$ cat config.mk
export PLATFORM = sky130hd
export DESIGN_NAME = pwm_uni_mod
export DESIGN_NICKNAME = d
export VERILOG_FILES = /design/src/rtl/spwm_pkg.sv /design/src/rtl/spwm_idx_coder.sv /design/src/rtl/spwm_ref_scaler.sv /design/src/rtl/spwm_leg_cmp.sv /design/src/rtl/pwm_uni_mod.sv
export SDC_FILE = /design/constraint.sdc
export NUM_CORES = 1
export LEC_CHECK = 0
export BUFFER_PORTS_ARGS = -buffer_cell sky130_fd_sc_hd__clkbuf_2
export CAP_MARGIN = 30
export CORE_UTILIZATION = 51
export CTS_BUF_LIST = sky130_fd_sc_hd__clkbuf_8
export DETAILED_ROUTE_END_ITERATION = 10
export PLACE_DENSITY_LB_ADDON = 0.08
export SLEW_MARGIN = 10
export SYNTH_ARGS = -nofsm -noshare
export SYNTH_HDL_FRONTEND = slang
export SYNTH_SLANG_ARGS = --single-unit
export TNS_END_PERCENT = 10
$ cat constraint.sdc
create_clock -name clk -period 50 [get_ports clk]
set_clock_uncertainty 0.2 [all_clocks]
set_input_delay 0 -clock clk [delete_from_list [all_inputs] [get_ports clk]]
set_output_delay 0 -clock clk [all_outputs]
set_load 0.01 [all_outputs]
$ cat src/rtl/spwm_pkg.sv
package spwm_pkg;
    localparam int IDX_W    = 16;
    localparam int DW       = 8;
    localparam int NLEG     = 2;
    localparam int MID      = 1 << (DW - 1);
    localparam int GMAX     = MID - 1;
    localparam int TOP      = (1 << DW) - 1;
    localparam int IDX_FULL = (1 << IDX_W) - 1;
    localparam int PROD_W   = 2 * DW;

    typedef logic [DW-1:0]            samp_t;
    typedef logic signed [PROD_W-1:0] prod_t;

    // Index fraction to offset gain code, rounded to nearest.
    function automatic samp_t idx_to_code(input logic [IDX_W-1:0] m);
        logic [31:0] num;
        num = 32'(m) * 32'(GMAX) + 32'(IDX_FULL / 2);
        return samp_t'(32'(MID) + num / 32'(IDX_FULL));
    endfunction

    // Divide a signed product by the full gain, round ties away from zero,
    // re-centre on mid-scale and clamp into the sample range.
    function automatic samp_t scale_round(input prod_t p);
        int pi;
        int qi;
        pi = int'(p);
        if (pi < 0) qi = -((-pi + GMAX / 2) / GMAX);
        else        qi = (pi + GMAX / 2) / GMAX;
        qi = qi + MID;
        if (qi < 0)   qi = 0;
        if (qi > TOP) qi = TOP;
        return samp_t'(qi);
    endfunction
endpackage

$ cat src/rtl/spwm_idx_coder.sv
module spwm_idx_coder
    import spwm_pkg::*;
(
    input  logic [IDX_W-1:0] mod_index,
    output samp_t            code
);
    assign code = idx_to_code(mod_index);
endmodule

$ cat src/rtl/spwm_ref_scaler.sv
module spwm_ref_scaler
    import spwm_pkg::*;
(
    input  logic  clk,
    input  logic  rst,
    input  logic  en_in,
    input  logic  en_s1,
    input  samp_t ref_in,
    input  samp_t code_in,
    output samp_t scaled
);
    logic signed [DW:0] dev;
    logic signed [DW:0] gain;
    prod_t              prod_d;
    prod_t              prod1;
    samp_t              code1;
    samp_t              ref1;

    assign dev    = $signed({1'b0, ref_in})  - $signed({1'b0, samp_t'(MID)});
    assign gain   = $signed({1'b0, code_in}) - $signed({1'b0, samp_t'(MID)});
    assign prod_d = prod_t'(dev) * prod_t'(gain);

    always_ff @(posedge clk) begin
        if (rst) begin
            prod1 <= '0;
            code1 <= samp_t'(MID);
            ref1  <= samp_t'(MID);
        end else if (en_in) begin
            prod1 <= prod_d;
            code1 <= code_in;
            ref1  <= ref_in;
        end
    end

    always_ff @(posedge clk) begin
        if (rst)        scaled <= samp_t'(MID);
        else if (en_s1) scaled <= scale_round(prod1);
    end

    // zero gain flattens the reference to mid-scale
    a_r2_zero_gain: assert property (@(posedge clk) disable iff (rst)
        (en_s1 && code1 == samp_t'(MID)) |=> (scaled == samp_t'(MID)));

    // full gain passes the reference through unchanged
    a_r2_unity_gain: assert property (@(posedge clk) disable iff (rst)
        (en_s1 && code1 == samp_t'(TOP)) |=> (scaled == $past(ref1)));
endmodule

$ cat src/rtl/spwm_leg_cmp.sv
module spwm_leg_cmp
    import spwm_pkg::*;
(
    input  logic  live,
    input  samp_t level,
    input  samp_t car,
    output logic  pos,
    output logic  neg
);
    assign pos = live & (level >= car);
    assign neg = ~pos;
endmodule

$ cat src/rtl/pwm_uni_mod.sv
module pwm_uni_mod
    import spwm_pkg::*;
(
    input  logic             clk,
    input  logic             rst,
    input  logic [IDX_W-1:0] mod_index,
    input  logic             sample_valid,
    input  logic [DW-1:0]    ref_a,
    input  logic [DW-1:0]    ref_b,
    input  logic [DW-1:0]    carrier,
    output logic [NLEG-1:0]  gate_pos,
    output logic [NLEG-1:0]  gate_neg
);
    samp_t code_w;
    samp_t refs   [NLEG];
    samp_t scaled [NLEG];
    samp_t car1;
    samp_t car2;
    logic  v1;
    logic  live;

    assign refs[0] = ref_a;
    assign refs[1] = ref_b;

    spwm_idx_coder u_code (
        .mod_index (mod_index),
        .code      (code_w)
    );

    always_ff @(posedge clk) begin
        if (rst) begin
            v1   <= 1'b0;
            live <= 1'b0;
            car1 <= '0;
            car2 <= '0;
        end else begin
            v1 <= sample_valid;
            if (sample_valid) car1 <= carrier;
            if (v1) begin
                car2 <= car1;
                live <= 1'b1;
            end
        end
    end

    for (genvar g = 0; g < NLEG; g++) begin : g_leg
        spwm_ref_scaler u_scale (
            .clk     (clk),
            .rst     (rst),
            .en_in   (sample_valid),
            .en_s1   (v1),
            .ref_in  (refs[g]),
            .code_in (code_w),
            .scaled  (scaled[g])
        );
        spwm_leg_cmp u_cmp (
            .live  (live),
            .level (scaled[g]),
            .car   (car2),
            .pos   (gate_pos[g]),
            .neg   (gate_neg[g])
        );
    end

    // the gain code never falls below mid-scale
    a_r1_code_floor: assert property (@(posedge clk) disable iff (rst)
        code_w >= samp_t'(MID));

    // gates stay idle until a sample reaches the output
    a_r8_idle: assert property (@(posedge clk) disable iff (rst)
        !live |-> (gate_pos == '0 && gate_neg == '1));

    // with no sample in the first stage the outputs hold
    a_r7_hold: assert property (@(posedge clk) disable iff (rst)
        !$past(v1) |-> ($stable(gate_pos) && $stable(gate_neg)));
endmodule

==> impl_metrics.yaml <==
clock_network:
  root_buffer: "clkbuf_8"
  cts_setup_buffers: 0
  clk_latency_ns: 0.36
  cts_sinks: 66
  clockBufferDepth: 2
  cts_tree: "yes"
  path_clk_slew_ns: 0.08
  numCtsBuffers: 9
  htree_levels: 3
synthesis:
  synth_fp_nets: 4032
  yosysTopAreaCell: "fa_1"
  synthTopCellsByArea: "fa_1 (14%), ha_1 (7.5%), xnor2_1 (6.9%)"
  netlist_top_cells_count: "nand2_1 (308), nor2_1 (295), inv_1 (287), xnor2_1 (213), fa_1 (188)"
  synth_flop_cell: "dfxtp_1"
  ys_seq_elements: 66
  synth.most_common_cell: "nand2_1"
  yosys_warnings: 0
  yosys.area.top_type_share: 0.1393
  synth_edf_count: 0
  ys_seq_area_frac: 0.04890
  synth_cells: 3640
  avgSynthCellArea_sq_um: 7.424
  yosys.cell_types.count: 131
  async_reset_ff_frac: 0
  netlist_area_sq_um: 27020
floorplan:
  rows: 83
  die_width_microns: 232.2
  core_area_sq_um: 51820
  io-pin-count: 47
  die_area_sq_um: 53910
  die_y_microns: 232.2
  initial_core_util: 0.5215
setup_path:
  r2r_start: "g_leg[0].u_scale.prod1[8]"
  max_stage_delay_ns: 0.72
  cpMostUsedCell: "fa_1"
  reg2reg_depth: 49
  cpLargestDelayFamily: "compound AO/OA/AOI/OAI gates"
  worst_setup_path_end_kind: "flop"
  worst_setup_path_start_kind: "input port"
  crit_slowest_cell: "nor2_1"
  cp.required_ns: 50.08
  reg2reg_setup_slack_ns: 34.98
  worst-setup-path-type: "input port to flop"
  arrival_ns: 19.50
  path_buf_inv: 5
  path_max_fanout: 19
  r2r_end: "g_leg[0].u_scale.scaled[7]"
detailed_routing:
  drt_iter0_markers: 1717
  drt_wl_total_mm: 76.65
  drcViolationCount: 0
  avgRoutedWirePerCell_microns: 17.92
  drt-vias-per-instance: 6.298
  vias: 26940
  firstDrtPassIters: 5
  ant_nets: 0
timing:
  rsz0062_at_grt: "false"
  worst_slew_pin_slew_ns: 1.006
  clock.fmax_mhz: 51.51
  layout_min_cycle_time_ns: 19.41
  relSlewSlack: 0.3245
  finalHoldViolCount: 0
  drv_slew: 0
  setup-violations-final: 0
  fin_crit_sh: 0.3883
  setup_tns_ns: 0
  worst_slack_ns: 30.59
layout:
  nets: 3984
  stdcell_count: 4277
  nFillCells: 5097
  syn_to_final_growth_pct: 3.806
  antenna_cells: 0
  drive_gt1_frac: 0.07228
worst_hold_path:
  whs_path_depth: 5
  min_from: "ref_b[1]"
  worstHoldEndpoint: "g_leg[1].u_scale.prod1[1]"
  hold_path_class: "input port to flop"
placed_design:
  dp_slack_ns: 30.43
  portBuffers: 46
  routabilityCongestion: 0.9339
  hpwl_mm: 62.56
  placed_cells: 4243
global_route:
  grt_pass1_wl_mm: 127.4
  grt_use_total: 0.2796
  antenna_found_initial: 0
  grt_max_degree: 58
  grt_overflow: 0
  grt_pass1_vias: 25650
run_status:
  status: "finished, final reports clean"
flow_run:
  max_cap_viol_count: 0
-- layout by cell type (no fill, tap or decap), types with 18 or more instances in the layout --
| cell type | count |
|---|---|
| o22ai_1 | 24 |
| nor3_1 | 109 |
| nor2_1 | 295 |
| o21a_1 | 44 |
| or3_1 | 37 |
| nand3_1 | 113 |
| a211oi_1 | 42 |
| a31oi_1 | 50 |
| nand2b_1 | 69 |
| and3_1 | 40 |
| fa_1 | 188 |
| o211ai_1 | 51 |
| clkbuf_2 | 47 |
| o21ai_1 | 40 |
| and4_1 | 29 |
| ha_1 | 161 |
| a211o_1 | 25 |
| a21o_1 | 52 |
| buf_4 | 18 |
| o31ai_1 | 38 |
| and2_1 | 89 |
| dfxtp_1 | 66 |
| xnor2_1 | 213 |
| or4_1 | 19 |
| nand2_1 | 308 |
| o21ai_0 | 160 |
| o21bai_1 | 20 |
| or2_2 | 33 |
| xor2_1 | 82 |
| nor2b_1 | 42 |
| nor4_1 | 36 |
| mux2i_1 | 75 |
| nand4_1 | 52 |
| inv_1 | 287 |
| a21oi_1 | 184 |
-- through the flow --
step	hold slack, ns	cell area [sq um]	utilization
4_1_cts	0.1166	28030	0.5408
3_3_place_gp	0.03852	27650	0.5335
5_1_grt	0.1673	28050	0.5413
6_report	0.1185	28050	0.5413
3_5_place_dp	0.04658	27670	0.5339
2_1_floorplan	-0.05284	27020	-
-- worst max-delay path by stage --
stage	from	end	slack, ns	cells past startpoint
floorplan	mod_index[9]	g_leg[0].u_scale.prod1[15]	33.80	70
global placement	mod_index[0]	g_leg[1].u_scale.prod1[15]	30.89	64
detailed placement	mod_index[0]	g_leg[1].u_scale.prod1[15]	30.43	63
CTS	mod_index[0]	g_leg[1].u_scale.prod1[15]	30.75	63
global route	mod_index[0]	g_leg[0].u_scale.prod1[15]	29.00	64
finish	mod_index[0]	g_leg[1].u_scale.prod1[15]	30.59	63
-- cell type report --
| type | count | area (sq um) | share of cell area |
|---|---|---|---|
| multi-input combinational | 3141 | 24030 | 0.8565 |
| clock inverter | 7 | 93.84 | 0.003345 |
| clock buffer | 9 | 123.9 | 0.004416 |
| tap | 680 | 850.8 | 0.03033 |
| sequential | 66 | 1321 | 0.04710 |
| inverter | 291 | 1092 | 0.03894 |
| timing repair buffer | 83 | 541.8 | 0.01931 |
-- routing by layer --
metal,GRT usage,part of all wire
met5,0,0
met4,0.06414,0.017
met2,0.4848,0.48
met3,0.02173,0.044
met1,0.3745,0.46
-- tightest hold or removal path, delay by kind of cell --
family        cells  cell delay [ns]
simple gates      2             0.24
buf+inv           1             0.21
fa+ha+maj         1             0.13
mux               1             0.06
-- sequential cells by signal, summed over array words and instances (netlist names) --
signal / count
car1: 8
car2: 8
g_leg.u_scale.prod1: 32
live: 1
g_leg.u_scale.scaled: 16
v1: 1
-- logic make-up after synthesis --
family                     synth area share
buffers and inverters               0.06218
xor gates and xnor gates            0.09862
and+or+nand+nor                      0.2617
DFF                                 0.04890
AOI/OAI and AO/OA                    0.2739
muxes                               0.03639
adders and majority gates            0.2183
-- repair_timing --
action | CTS | global route
endpoints found under the hold margin | 11 | 0
setup endpoints to repair | 0 | 0
resized for setup | 0 | 0
hold buffers | 14 | 0
Power is left out: the tool's default activity adds up to more than one toggle a clock period on the data nets, which glitch-free logic cannot reach.
